`config.mk`:
```
export PLATFORM = sky130hd
export DESIGN_NAME = chain_dma_engine
export DESIGN_NICKNAME = d
export VERILOG_FILES = /design/src/rtl/chain_dma_pkg.sv /design/src/rtl/dma_walk_ctrl.sv /design/src/rtl/dma_desc_dpath.sv /design/src/rtl/chain_dma_engine.sv
export SDC_FILE = /design/constraint.sdc
export NUM_CORES = 1
export LEC_CHECK = 0
export BUFFER_PORTS_ARGS = -buffer_cell sky130_fd_sc_hd__buf_2
export CAP_MARGIN = 20
export CORE_UTILIZATION = 35
export CTS_BUF_LIST = sky130_fd_sc_hd__clkbuf_16
export CTS_CLUSTER_DIAMETER = 80
export DETAILED_ROUTE_END_ITERATION = 8
export PLACE_DENSITY_LB_ADDON = 0.3
export SKIP_CTS_REPAIR_TIMING = 1
export SLEW_MARGIN = 20
export SYNTH_ARGS = -nofsm -noshare
export SYNTH_HDL_FRONTEND = slang
export SYNTH_HIERARCHICAL = 1
export SYNTH_SLANG_ARGS = --single-unit
```
`constraint.sdc`:
```
create_clock -name clk -period 4.24 [get_ports clk]
set_clock_uncertainty 0.2 [all_clocks]
set_input_delay 0.848 -clock clk [delete_from_list [all_inputs] [get_ports clk]]
set_output_delay 0.848 -clock clk [all_outputs]
set_load 0.03 [all_outputs]
```
`src/rtl/chain_dma_pkg.sv`:
```
package chain_dma_pkg;

  // descriptor configuration word bits
  localparam int CFG_DIC = 1;
  localparam int CFG_LD  = 2;
  localparam int CFG_CH  = 4;
  localparam int CFG_ER  = 5;
  localparam int CFG_CES = 30;
  localparam int CFG_OWN = 31;

  // control register bits
  localparam int CTL_SRST = 0;
  localparam int CTL_FIXB = 1;
  localparam int CTL_ON   = 7;

  // status / interrupt enable bits
  localparam int ST_TX  = 0;
  localparam int ST_RX  = 1;
  localparam int ST_FBE = 2;
  localparam int ST_DU  = 4;
  localparam int ST_CES = 5;
  localparam int ST_NIS = 8;
  localparam int ST_AIS = 9;
  localparam int ST_HA  = 10;
  localparam int STW    = 11;

  localparam int DESC_WORDS = 4;
  localparam int DESC_BYTES = 4 * DESC_WORDS;

  // register select
  localparam logic [1:0] RA_CTRL = 2'd0;
  localparam logic [1:0] RA_BASE = 2'd1;
  localparam logic [1:0] RA_STAT = 2'd2;
  localparam logic [1:0] RA_IEN  = 2'd3;

  typedef enum logic [1:0] {ADDR_DESC, ADDR_DATA, ADDR_WB} addrSel_e;

  // control -> datapath strobes
  typedef struct packed {
    logic     startWalk;
    logic     capDesc;
    logic     beginXfer;
    logic     capMem;
    logic     capFifo;
    logic     wordDone;
    logic     inXfer;
    logic     finishDesc;
    logic     advance;
    logic     setInvalid;
    logic     setBusErr;
    logic     setAbort;
    addrSel_e addrSel;
  } dmaStrobe_t;

  // datapath -> control flags
  typedef struct packed {
    logic startReq;
    logic softReset;
    logic ownBit;
    logic sizeBad;
    logic lastDesc;
    logic noWords;
    logic fetchLast;
  } dmaFlag_t;

endpackage

```
`src/rtl/dma_walk_ctrl.sv`:
```
module dma_walk_ctrl
  import chain_dma_pkg::*;
(
  input  logic       clk,
  input  logic       rstN,
  input  dmaFlag_t   flags,
  input  logic       memAck,
  input  logic       memErr,
  input  logic       dirRx,
  input  logic       txReady,
  input  logic       rxValid,
  output dmaStrobe_t strobe,
  output logic       memReq,
  output logic       memWe,
  output logic       txValid,
  output logic       rxPop
);

  typedef enum logic [3:0] {
    S_IDLE, S_FETCH, S_CHECK, S_DATA, S_TXRD, S_TXPUSH, S_RXPOP, S_RXWR, S_WBACK
  } walkState_e;

  walkState_e state, nextState;

  always_comb begin
    strobe    = '0;
    nextState = state;
    memReq    = 1'b0;
    memWe     = 1'b0;
    txValid   = 1'b0;
    rxPop     = 1'b0;
    strobe.addrSel = ADDR_DESC;
    unique case (state)
      S_IDLE: begin
        if (flags.startReq) begin
          strobe.startWalk = 1'b1;
          nextState = S_FETCH;
        end
      end
      S_FETCH: begin
        memReq = 1'b1;
        if (memAck) begin
          if (memErr) begin
            strobe.setBusErr = 1'b1;
            nextState = S_IDLE;
          end else begin
            strobe.capDesc = 1'b1;
            if (flags.fetchLast) nextState = S_CHECK;
          end
        end
      end
      S_CHECK: begin
        if (!flags.ownBit || flags.sizeBad) begin
          strobe.setInvalid = 1'b1;
          nextState = S_IDLE;
        end else begin
          strobe.beginXfer = 1'b1;
          nextState = S_DATA;
        end
      end
      S_DATA: begin
        strobe.inXfer = 1'b1;
        if (flags.noWords)  nextState = S_WBACK;
        else if (dirRx)     nextState = S_RXPOP;
        else                nextState = S_TXRD;
      end
      S_TXRD: begin
        strobe.inXfer  = 1'b1;
        strobe.addrSel = ADDR_DATA;
        memReq = 1'b1;
        if (memAck) begin
          if (memErr) begin
            strobe.setBusErr = 1'b1;
            nextState = S_IDLE;
          end else begin
            strobe.capMem = 1'b1;
            nextState = S_TXPUSH;
          end
        end
      end
      S_TXPUSH: begin
        strobe.inXfer = 1'b1;
        txValid = 1'b1;
        if (txReady) begin
          strobe.wordDone = 1'b1;
          nextState = S_DATA;
        end
      end
      S_RXPOP: begin
        strobe.inXfer = 1'b1;
        rxPop = rxValid;
        if (rxValid) begin
          strobe.capFifo = 1'b1;
          nextState = S_RXWR;
        end
      end
      S_RXWR: begin
        strobe.inXfer  = 1'b1;
        strobe.addrSel = ADDR_DATA;
        memReq = 1'b1;
        memWe  = 1'b1;
        if (memAck) begin
          if (memErr) begin
            strobe.setBusErr = 1'b1;
            nextState = S_IDLE;
          end else begin
            strobe.wordDone = 1'b1;
            nextState = S_DATA;
          end
        end
      end
      S_WBACK: begin
        strobe.addrSel = ADDR_WB;
        memReq = 1'b1;
        memWe  = 1'b1;
        if (memAck) begin
          if (memErr) begin
            strobe.setBusErr = 1'b1;
            nextState = S_IDLE;
          end else begin
            strobe.finishDesc = 1'b1;
            if (flags.lastDesc) nextState = S_IDLE;
            else begin
              strobe.advance = 1'b1;
              nextState = S_FETCH;
            end
          end
        end
      end
      default: nextState = S_IDLE;
    endcase

    // soft reset overrides everything in the same cycle
    if (flags.softReset) begin
      strobe = '0;
      strobe.addrSel  = ADDR_DESC;
      strobe.setAbort = (state != S_IDLE);
      nextState = S_IDLE;
      memReq  = 1'b0;
      memWe   = 1'b0;
      txValid = 1'b0;
      rxPop   = 1'b0;
    end
  end

  always_ff @(posedge clk or negedge rstN) begin
    if (!rstN) state <= S_IDLE;
    else       state <= nextState;
  end

  // transmit pushes only happen in transmit direction
  assert_tx_dir_R4: assert property (@(posedge clk) disable iff (!rstN)
    txValid |-> !dirRx);

  // receive pops only in receive direction and only with data offered
  assert_rx_dir_R5: assert property (@(posedge clk) disable iff (!rstN)
    rxPop |-> (dirRx && rxValid));

  // a descriptor not owned by hardware ends the walk
  assert_invalid_stop_R3: assert property (@(posedge clk) disable iff (!rstN)
    (state == S_CHECK && !flags.ownBit && !flags.softReset) |=> (state == S_IDLE));

  // an oversize count ends the walk
  assert_oversize_stop_R9: assert property (@(posedge clk) disable iff (!rstN)
    (state == S_CHECK && flags.sizeBad && !flags.softReset) |=> (state == S_IDLE));

  // a failed access ends the walk
  assert_bus_err_stop_R10: assert property (@(posedge clk) disable iff (!rstN)
    (memReq && memAck && memErr && !flags.softReset) |=> (state == S_IDLE));

endmodule

```
`src/rtl/dma_desc_dpath.sv`:
```
module dma_desc_dpath
  import chain_dma_pkg::*;
#(
  parameter int MAX_BUF_BYTES = 8192
) (
  input  logic        clk,
  input  logic        rstN,
  input  logic        regWrEn,
  input  logic [1:0]  regAddr,
  input  logic [31:0] regWrData,
  output logic [31:0] regRdData,
  output logic        irq,
  input  dmaStrobe_t  strobe,
  output dmaFlag_t    flags,
  input  logic [31:0] memRdata,
  output logic [31:0] memAddr,
  output logic [31:0] memWdata,
  input  logic [31:0] rxData,
  output logic [31:0] txData,
  input  logic        dirRx,
  input  logic        cardErr
);

  localparam int SZW = $clog2(MAX_BUF_BYTES) + 1;
  localparam int CW  = SZW - 1;

  logic            ctlOn, ctlFix;
  logic [31:0]     baseReg;
  logic [STW-1:0]  statusReg, ieReg;
  logic [31:0]     descAddr, xferAddr, dataReg;
  logic [31:0]     descWord [DESC_WORDS];
  logic [1:0]      wordIdx;
  logic [CW-1:0]   wordsLeft;
  logic            ceSeen;

  logic [31:0]     cfgW, sizeW, bufW, nextW;
  logic [SZW:0]    roundUp;
  logic [CW-1:0]   wordCount;
  logic [31:0]     nextAddr;
  logic [STW-1:0]  setMask, clrMask;
  logic            ctlWr, statWr;

  assign cfgW  = descWord[0];
  assign sizeW = descWord[1];
  assign bufW  = descWord[2];
  assign nextW = descWord[3];

  assign roundUp   = {1'b0, sizeW[SZW-1:0]} + (SZW+1)'(3);
  assign wordCount = roundUp[SZW:2];

  assign ctlWr  = regWrEn && (regAddr == RA_CTRL);
  assign statWr = regWrEn && (regAddr == RA_STAT);

  always_comb begin
    if (cfgW[CFG_CH])      nextAddr = nextW;
    else if (cfgW[CFG_ER]) nextAddr = baseReg;
    else                   nextAddr = descAddr + 32'(DESC_BYTES);
  end

  always_comb begin
    flags.startReq  = ctlWr && regWrData[CTL_ON] && !regWrData[CTL_SRST];
    flags.softReset = ctlWr && regWrData[CTL_SRST];
    flags.ownBit    = cfgW[CFG_OWN];
    flags.sizeBad   = sizeW > 32'(MAX_BUF_BYTES);
    flags.lastDesc  = cfgW[CFG_LD];
    flags.noWords   = (wordsLeft == '0);
    flags.fetchLast = (wordIdx == 2'd3);
  end

  always_comb begin
    unique case (strobe.addrSel)
      ADDR_DATA: memAddr = xferAddr;
      ADDR_WB:   memAddr = descAddr;
      default:   memAddr = descAddr + {28'd0, wordIdx, 2'b00};
    endcase
    if (strobe.addrSel == ADDR_WB)
      memWdata = {1'b0, cfgW[CFG_CES] | ceSeen, cfgW[29:0]};
    else
      memWdata = dataReg;
  end

  assign txData = dataReg;

  always_comb begin
    setMask = '0;
    if (strobe.finishDesc) begin
      if (!cfgW[CFG_DIC] || cfgW[CFG_LD]) begin
        setMask[dirRx ? ST_RX : ST_TX] = 1'b1;
        setMask[ST_NIS] = 1'b1;
      end
      if (ceSeen) begin
        setMask[ST_CES] = 1'b1;
        setMask[ST_AIS] = 1'b1;
      end
    end
    if (strobe.setInvalid) begin
      setMask[ST_DU]  = 1'b1;
      setMask[ST_AIS] = 1'b1;
    end
    if (strobe.setBusErr) begin
      setMask[ST_FBE] = 1'b1;
      setMask[ST_AIS] = 1'b1;
    end
    if (strobe.setAbort) begin
      setMask[ST_HA]  = 1'b1;
      setMask[ST_AIS] = 1'b1;
    end
    clrMask = statWr ? regWrData[STW-1:0] : '0;
  end

  // software registers
  always_ff @(posedge clk or negedge rstN) begin
    if (!rstN) begin
      ctlOn     <= 1'b0;
      ctlFix    <= 1'b0;
      baseReg   <= '0;
      ieReg     <= '0;
      statusReg <= '0;
    end else begin
      if (ctlWr) begin
        if (regWrData[CTL_SRST]) begin
          ctlOn  <= 1'b0;
          ctlFix <= 1'b0;
        end else begin
          ctlOn  <= regWrData[CTL_ON];
          ctlFix <= regWrData[CTL_FIXB];
        end
      end
      if (regWrEn && regAddr == RA_BASE) baseReg <= regWrData;
      if (regWrEn && regAddr == RA_IEN)  ieReg   <= regWrData[STW-1:0];
      statusReg <= (statusReg & ~clrMask) | setMask;
    end
  end

  // walk datapath
  always_ff @(posedge clk or negedge rstN) begin
    if (!rstN) begin
      descAddr  <= '0;
      xferAddr  <= '0;
      dataReg   <= '0;
      wordIdx   <= '0;
      wordsLeft <= '0;
      ceSeen    <= 1'b0;
      for (int i = 0; i < DESC_WORDS; i++) descWord[i] <= '0;
    end else begin
      if (strobe.startWalk) begin
        descAddr <= baseReg;
        wordIdx  <= '0;
      end
      if (strobe.advance) begin
        descAddr <= nextAddr;
        wordIdx  <= '0;
      end
      if (strobe.capDesc) begin
        descWord[wordIdx] <= memRdata;
        wordIdx <= wordIdx + 2'd1;
      end
      if (strobe.beginXfer) begin
        xferAddr  <= bufW;
        wordsLeft <= wordCount;
        ceSeen    <= 1'b0;
      end else if (strobe.inXfer && cardErr) begin
        ceSeen <= 1'b1;
      end
      if (strobe.capMem)  dataReg <= memRdata;
      if (strobe.capFifo) dataReg <= rxData;
      if (strobe.wordDone) begin
        xferAddr  <= xferAddr + 32'd4;
        wordsLeft <= wordsLeft - CW'(1);
      end
    end
  end

  always_comb begin
    unique case (regAddr)
      RA_CTRL: regRdData = {24'd0, ctlOn, 5'd0, ctlFix, 1'b0};
      RA_BASE: regRdData = baseReg;
      RA_STAT: regRdData = {{(32-STW){1'b0}}, statusReg};
      default: regRdData = {{(32-STW){1'b0}}, ieReg};
    endcase
  end

  assign irq = |(statusReg & ieReg);

  // a reported completion always carries the normal summary
  assert_done_summary_R8: assert property (@(posedge clk) disable iff (!rstN)
    ($rose(statusReg[ST_TX]) || $rose(statusReg[ST_RX])) |-> statusReg[ST_NIS]);

  // abort leaves host-abort status and a cleared control register
  assert_abort_state_R12: assert property (@(posedge clk) disable iff (!rstN)
    strobe.setAbort |=> (statusReg[ST_HA] && !ctlOn));

  // a status bit with no new event is cleared by writing 1
  assert_w1c_R11: assert property (@(posedge clk) disable iff (!rstN)
    (statWr && regWrData[ST_HA] && !strobe.setAbort) |=> !statusReg[ST_HA]);

endmodule

```
`src/rtl/chain_dma_engine.sv`:
```
module chain_dma_engine
  import chain_dma_pkg::*;
#(
  parameter int MAX_BUF_BYTES = 8192
) (
  input  logic        clk,
  input  logic        rstN,
  input  logic        regWrEn,
  input  logic [1:0]  regAddr,
  input  logic [31:0] regWrData,
  output logic [31:0] regRdData,
  output logic        irq,
  output logic        memReq,
  output logic        memWe,
  output logic [31:0] memAddr,
  output logic [31:0] memWdata,
  input  logic        memAck,
  input  logic        memErr,
  input  logic [31:0] memRdata,
  input  logic        dirRx,
  input  logic        cardErr,
  output logic        txValid,
  input  logic        txReady,
  output logic [31:0] txData,
  input  logic        rxValid,
  output logic        rxPop,
  input  logic [31:0] rxData
);

  dmaStrobe_t strobeW;
  dmaFlag_t   flagsW;

  dma_walk_ctrl u_ctrl (
    .clk     (clk),
    .rstN    (rstN),
    .flags   (flagsW),
    .memAck  (memAck),
    .memErr  (memErr),
    .dirRx   (dirRx),
    .txReady (txReady),
    .rxValid (rxValid),
    .strobe  (strobeW),
    .memReq  (memReq),
    .memWe   (memWe),
    .txValid (txValid),
    .rxPop   (rxPop)
  );

  dma_desc_dpath #(.MAX_BUF_BYTES(MAX_BUF_BYTES)) u_dpath (
    .clk       (clk),
    .rstN      (rstN),
    .regWrEn   (regWrEn),
    .regAddr   (regAddr),
    .regWrData (regWrData),
    .regRdData (regRdData),
    .irq       (irq),
    .strobe    (strobeW),
    .flags     (flagsW),
    .memRdata  (memRdata),
    .memAddr   (memAddr),
    .memWdata  (memWdata),
    .rxData    (rxData),
    .txData    (txData),
    .dirRx     (dirRx),
    .cardErr   (cardErr)
  );

  // a pending access keeps its address and kind until acknowledged
  assert_req_hold_R2: assert property (@(posedge clk) disable iff (!rstN)
    (memReq && !memAck && !flagsW.softReset) |=>
      (flagsW.softReset || (memReq && $stable(memAddr) && $stable(memWe))));

  // write-back never hands the descriptor back still owned
  assert_wb_own_clear_R6: assert property (@(posedge clk) disable iff (!rstN)
    (memReq && memWe && strobeW.addrSel == ADDR_WB) |-> !memWdata[CFG_OWN]);

endmodule

```
==> impl_metrics.py <==
metrics = {
    "clocking": {
        "cts_buffers": 39,
        "cts_sinks": 300,
        "clkLatencyLatePin_ps": 550,
        "h-tree-depth": 2,
        "clk_path_buf_depth": 3,
        "cts_tree": "yes",
        "cts.clk_slew.worst_paths_ps": 50,
        "cts-root-buf": "clkbuf_16",
    },
    "timing": {
        "slew_headroom_pct": 40.23,
        "fin_setup_tns_ps": 0,
        "min_period_over_period_pct": 97.37,
        "setup_violations": 0,
        "holdWs_ps": 119.2,
        "drv_slew": 0,
        "finalWorstSetupSlack_ps": 111.6,
        "rsz0062_at_grt": "true",
        "tightestPinTransition_ps": 896.6,
        "fin_crit_ps": 4128,
        "fmax_ghz": 0.2422,
        "hold_viol_final": 0,
    },
    "layout": {
        "fin_area_mm2": 0.01980,
        "fillers": 4418,
        "final_cells": 2430,
        "register_area_mm2": 0.007508,
        "drive_gt1_share_pct": 34.68,
        "syn2layout_area_growth_pct": 20.70,
        "fin_util_pct": 43.25,
        "multiInputGateArea_mm2": 0.008262,
        "finalNetCount": 1920,
    },
    "power": {
        "clock_power_share_pct": 24.1,
        "total_power_mw": 13.95,
        "combinationalPowerShare_pct": 37.7,
        "cell_internal_pwr_mw": 8.241,
        "p_switching_mw": 5.710,
        "netSwitchingFraction_pct": 40.93,
        "p_leak_nw": 8.688,
        "seq_power_share_pct": 38.2,
        "peakVddDrop_uv": 581.3,
        "powerDensity_mw_per_mm2": 704.7,
    },
    "global_routing": {
        "grt_usage_pct": 22.42,
        "grt_pass1_vias": 13450,
        "met2_usage_pct": 35.35,
        "grt_max_degree": 91,
        "gr-total-overflow": 0,
        "use_met1_pct": 31.43,
        "antenna_found_initial": 0,
        "busiest_layer": "met2",
        "use_met3_pct": 3.354,
        "grt_pass1_wl_mm": 81.99,
    },
    "critical_path": {
        "cp_num_buf_inv": 5,
        "path_delay_family": "simple AND/OR/NAND/NOR gates",
        "crit_fanout": 35,
        "crit_arrival_ps": 3080,
        "crit_chain": "buf_2, nor3b_1, and2_1, or2b_1, nor3_2, inv_1, ha_2, buf_4, buf_12, a221oi_1, a21oi_1, buf_2",
        "cpPeakStageDelay_ps": 370,
        "cp_slowest_cell": "ha_2",
        "endpoint_kind": "output port",
        "required_ps": 3190,
        "cp-start-kind": "primary input",
        "crit_top_cell": "buf_2",
        "crit_type": "in -> out",
    },
    "placement": {
        "dp_hpwl_mm": 39.41,
        "dp_cells": 2359,
        "gp_congestion": 0.9478,
        "postPlaceCellArea_mm2": 0.01848,
        "post-place-ws_ps": 13.36,
        "port_buffers": 239,
    },
    "synth": {
        "synth_area_mm2": 0.01640,
        "synth_cells": 1564,
        "synth_area_per_cell_um2": 10.49,
        "async_reset_ff_share_pct": 100.0,
        "syn_nets": 1684,
        "synth_edf_count": 0,
        "seq_area_frac_synth_pct": 45.77,
        "synth-main-ff-cell": "dfrtp_1",
        "synth.distinct_cells": 83,
        "ys_ff_latch": 300,
        "ys_warn_count": 6,
    },
    "min_path": {
        "worstHoldPathType": "in -> async",
    },
    "route": {
        "first_iter_violations": 978,
        "routed_wl_mm": 52.88,
        "wire_per_inst_um": 21.76,
        "viasPerCell": 5.586,
        "via_count": 13580,
        "drt-pass1-iter-count": 5,
        "postRouteAntennaNets": 0,
        "drcViolationCount": 0,
    },
    "die": {
        "die_area_mm2": 0.04773,
        "rows": 78,
        "fp.dieH_um": 218.5,
        "coreArea_mm2": 0.04577,
        "ios": 240,
        "start_util_pct": 35.83,
        "dieWidth_um": 218.5,
    },
    "run": {
        "max_cap_viol_count": 0,
    },
    "status": {
        "status": "completed",
    },
}
[area by class of cell]
cell class / instances / area share [%]
Tap cell: 600 / 3.792
Clock inverter: 30 / 1.536
Timing Repair Buffer: 314 / 9.411
Sequential cell: 300 / 37.93
Clock buffer: 39 / 4.930
Multi-Input combinational cell: 1111 / 41.73
Inverter: 34 / 0.6447
Antenna cell: 2 / 0.02528
[synth_stat cells (15+ instances only)]
master    instances  area share, %
nor4_1           17           0.65
dfrtp_1         300             46
a22o_1           16           0.85
o22ai_1          16           0.61
buf_1            25           0.57
o21ai_0          81            2.5
and2_1           29            1.1
a21oi_1          64            2.0
mux2_2          215             15
mux2i_1          48            2.9
xor2_1           20            1.1
clkbuf_1         59            1.4
buf_2            15           0.46
nand3_1          36            1.1
inv_1            32           0.73
nor2_1           73            1.7
nand4_1          22           0.84
xnor2_1          44            2.3
nor3_1           38            1.2
nand2_1         148            3.4
a221oi_1         31            1.7
[worst register-to-register path: cells and delay by family, from the launching register on]
kind / cells / cell delay, ps
AO/OA/AOI/OAI: 3 / 300
flip-flops: 1 / 370
buffers and inverters: 2 / 370
AND/OR/NAND/NOR: 7 / 1830
[path summary, 6_finish.rpt]
kind	startpoint	to	slack, ps	cells past startpoint
worst min register to register	u_dpath/bufW[0]	u_dpath/xferAddr[0]	260	2
max in group asynchronous	rstN	u_dpath/wordsLeft[11]	2610	2
worst max-delay path	regWrEn	memAddr[22]	110	12
min in group clk	u_dpath/bufW[0]	u_dpath/xferAddr[0]	260	2
worst min-delay path	rstN	u_dpath/statusReg[6]	120	1
worst max register to register	u_dpath/sizeW[28]	u_dpath/xferAddr[25]	1100	12
[cell usage in the layout (no fill, tap or decap), types with 7 or more instances in the layout]
cell and n:
o21a_1 8, inv_1 37, buf_12 7, a31oi_1 10, xnor2_1 44, nor3b_1 8
o21ai_0 79, o22ai_1 16, mux2_2 215, nor4_1 16, a21oi_1 56, nand4_1 22
xor2_1 20, and2_1 29, mux2i_1 48, a21oi_2 8, clkbuf_16 39, nand2_1 148
and4_1 11, nor2_1 71, buf_4 67, o211ai_1 10, a211oi_1 10, and3_1 8
a22oi_1 12, buf_2 237, o221ai_1 12, a21o_1 9, nand3_1 36, a22o_1 16
nor3_1 35, clkinv_1 10, dfrtp_1 299, nor2b_1 11, ha_1 11, a221oi_1 29
[cell families (layout without fill, tap and decap cells)]
kind of cell | after synthesis | count (layout) | synth area share [%]
and+or+nand+nor | 443 | 443 | 13.97
AOI/OAI and AO/OA | 326 | 326 | 13.53
DFF | 300 | 300 | 45.77
muxes | 265 | 265 | 17.97
buffers and inverters | 153 | 417 | 4.303
xor gates and xnor gates | 64 | 64 | 3.418
adders and majority gates | 13 | 13 | 1.038
other | 0 | 2 | 0
[power groups by stage]
stage                     clock network, mW  registers [mW]  logic (mW)
final                                  3.36            5.33        5.26
after global routing                   3.56            5.48        5.68
after CTS                              3.45            5.29        5.27
after detailed placement                  0            5.34        5.24
after global placement                    0            5.30        5.19
after floorplan                           0            4.96        3.84
[flip-flops by register name (all words and copies together) (netlist names)]
signal	cells
u_dpath/baseReg	32
u_dpath/bufW	32
u_dpath/cfgW	32
u_dpath/descAddr	32
u_dpath/nextW	32
u_dpath/sizeW	32
u_dpath/txData	32
u_dpath/xferAddr	32
u_dpath/wordsLeft	13
u_dpath/ieReg	11
u_dpath/statusReg	11
u_ctrl/state	4
u_dpath/wordIdx	2
u_dpath/ceSeen	1
u_dpath/ctlFix	1
u_dpath/ctlOn	1
[layer usage]
| layer | part of all wire, % | wire length, µm | up-vias |
|---|---|---|---|
| met1 | 45 | 23910 | 6819 |
| met2 | 46 | 24430 | 456 |
| met4 | 3.1 | 1639 | 0 |
| met5 | 0 | 0 | - |
| li1 | - | - | 6204 |
| met3 | 5.5 | 2902 | 96 |
(Power assumes the default switching activity.)
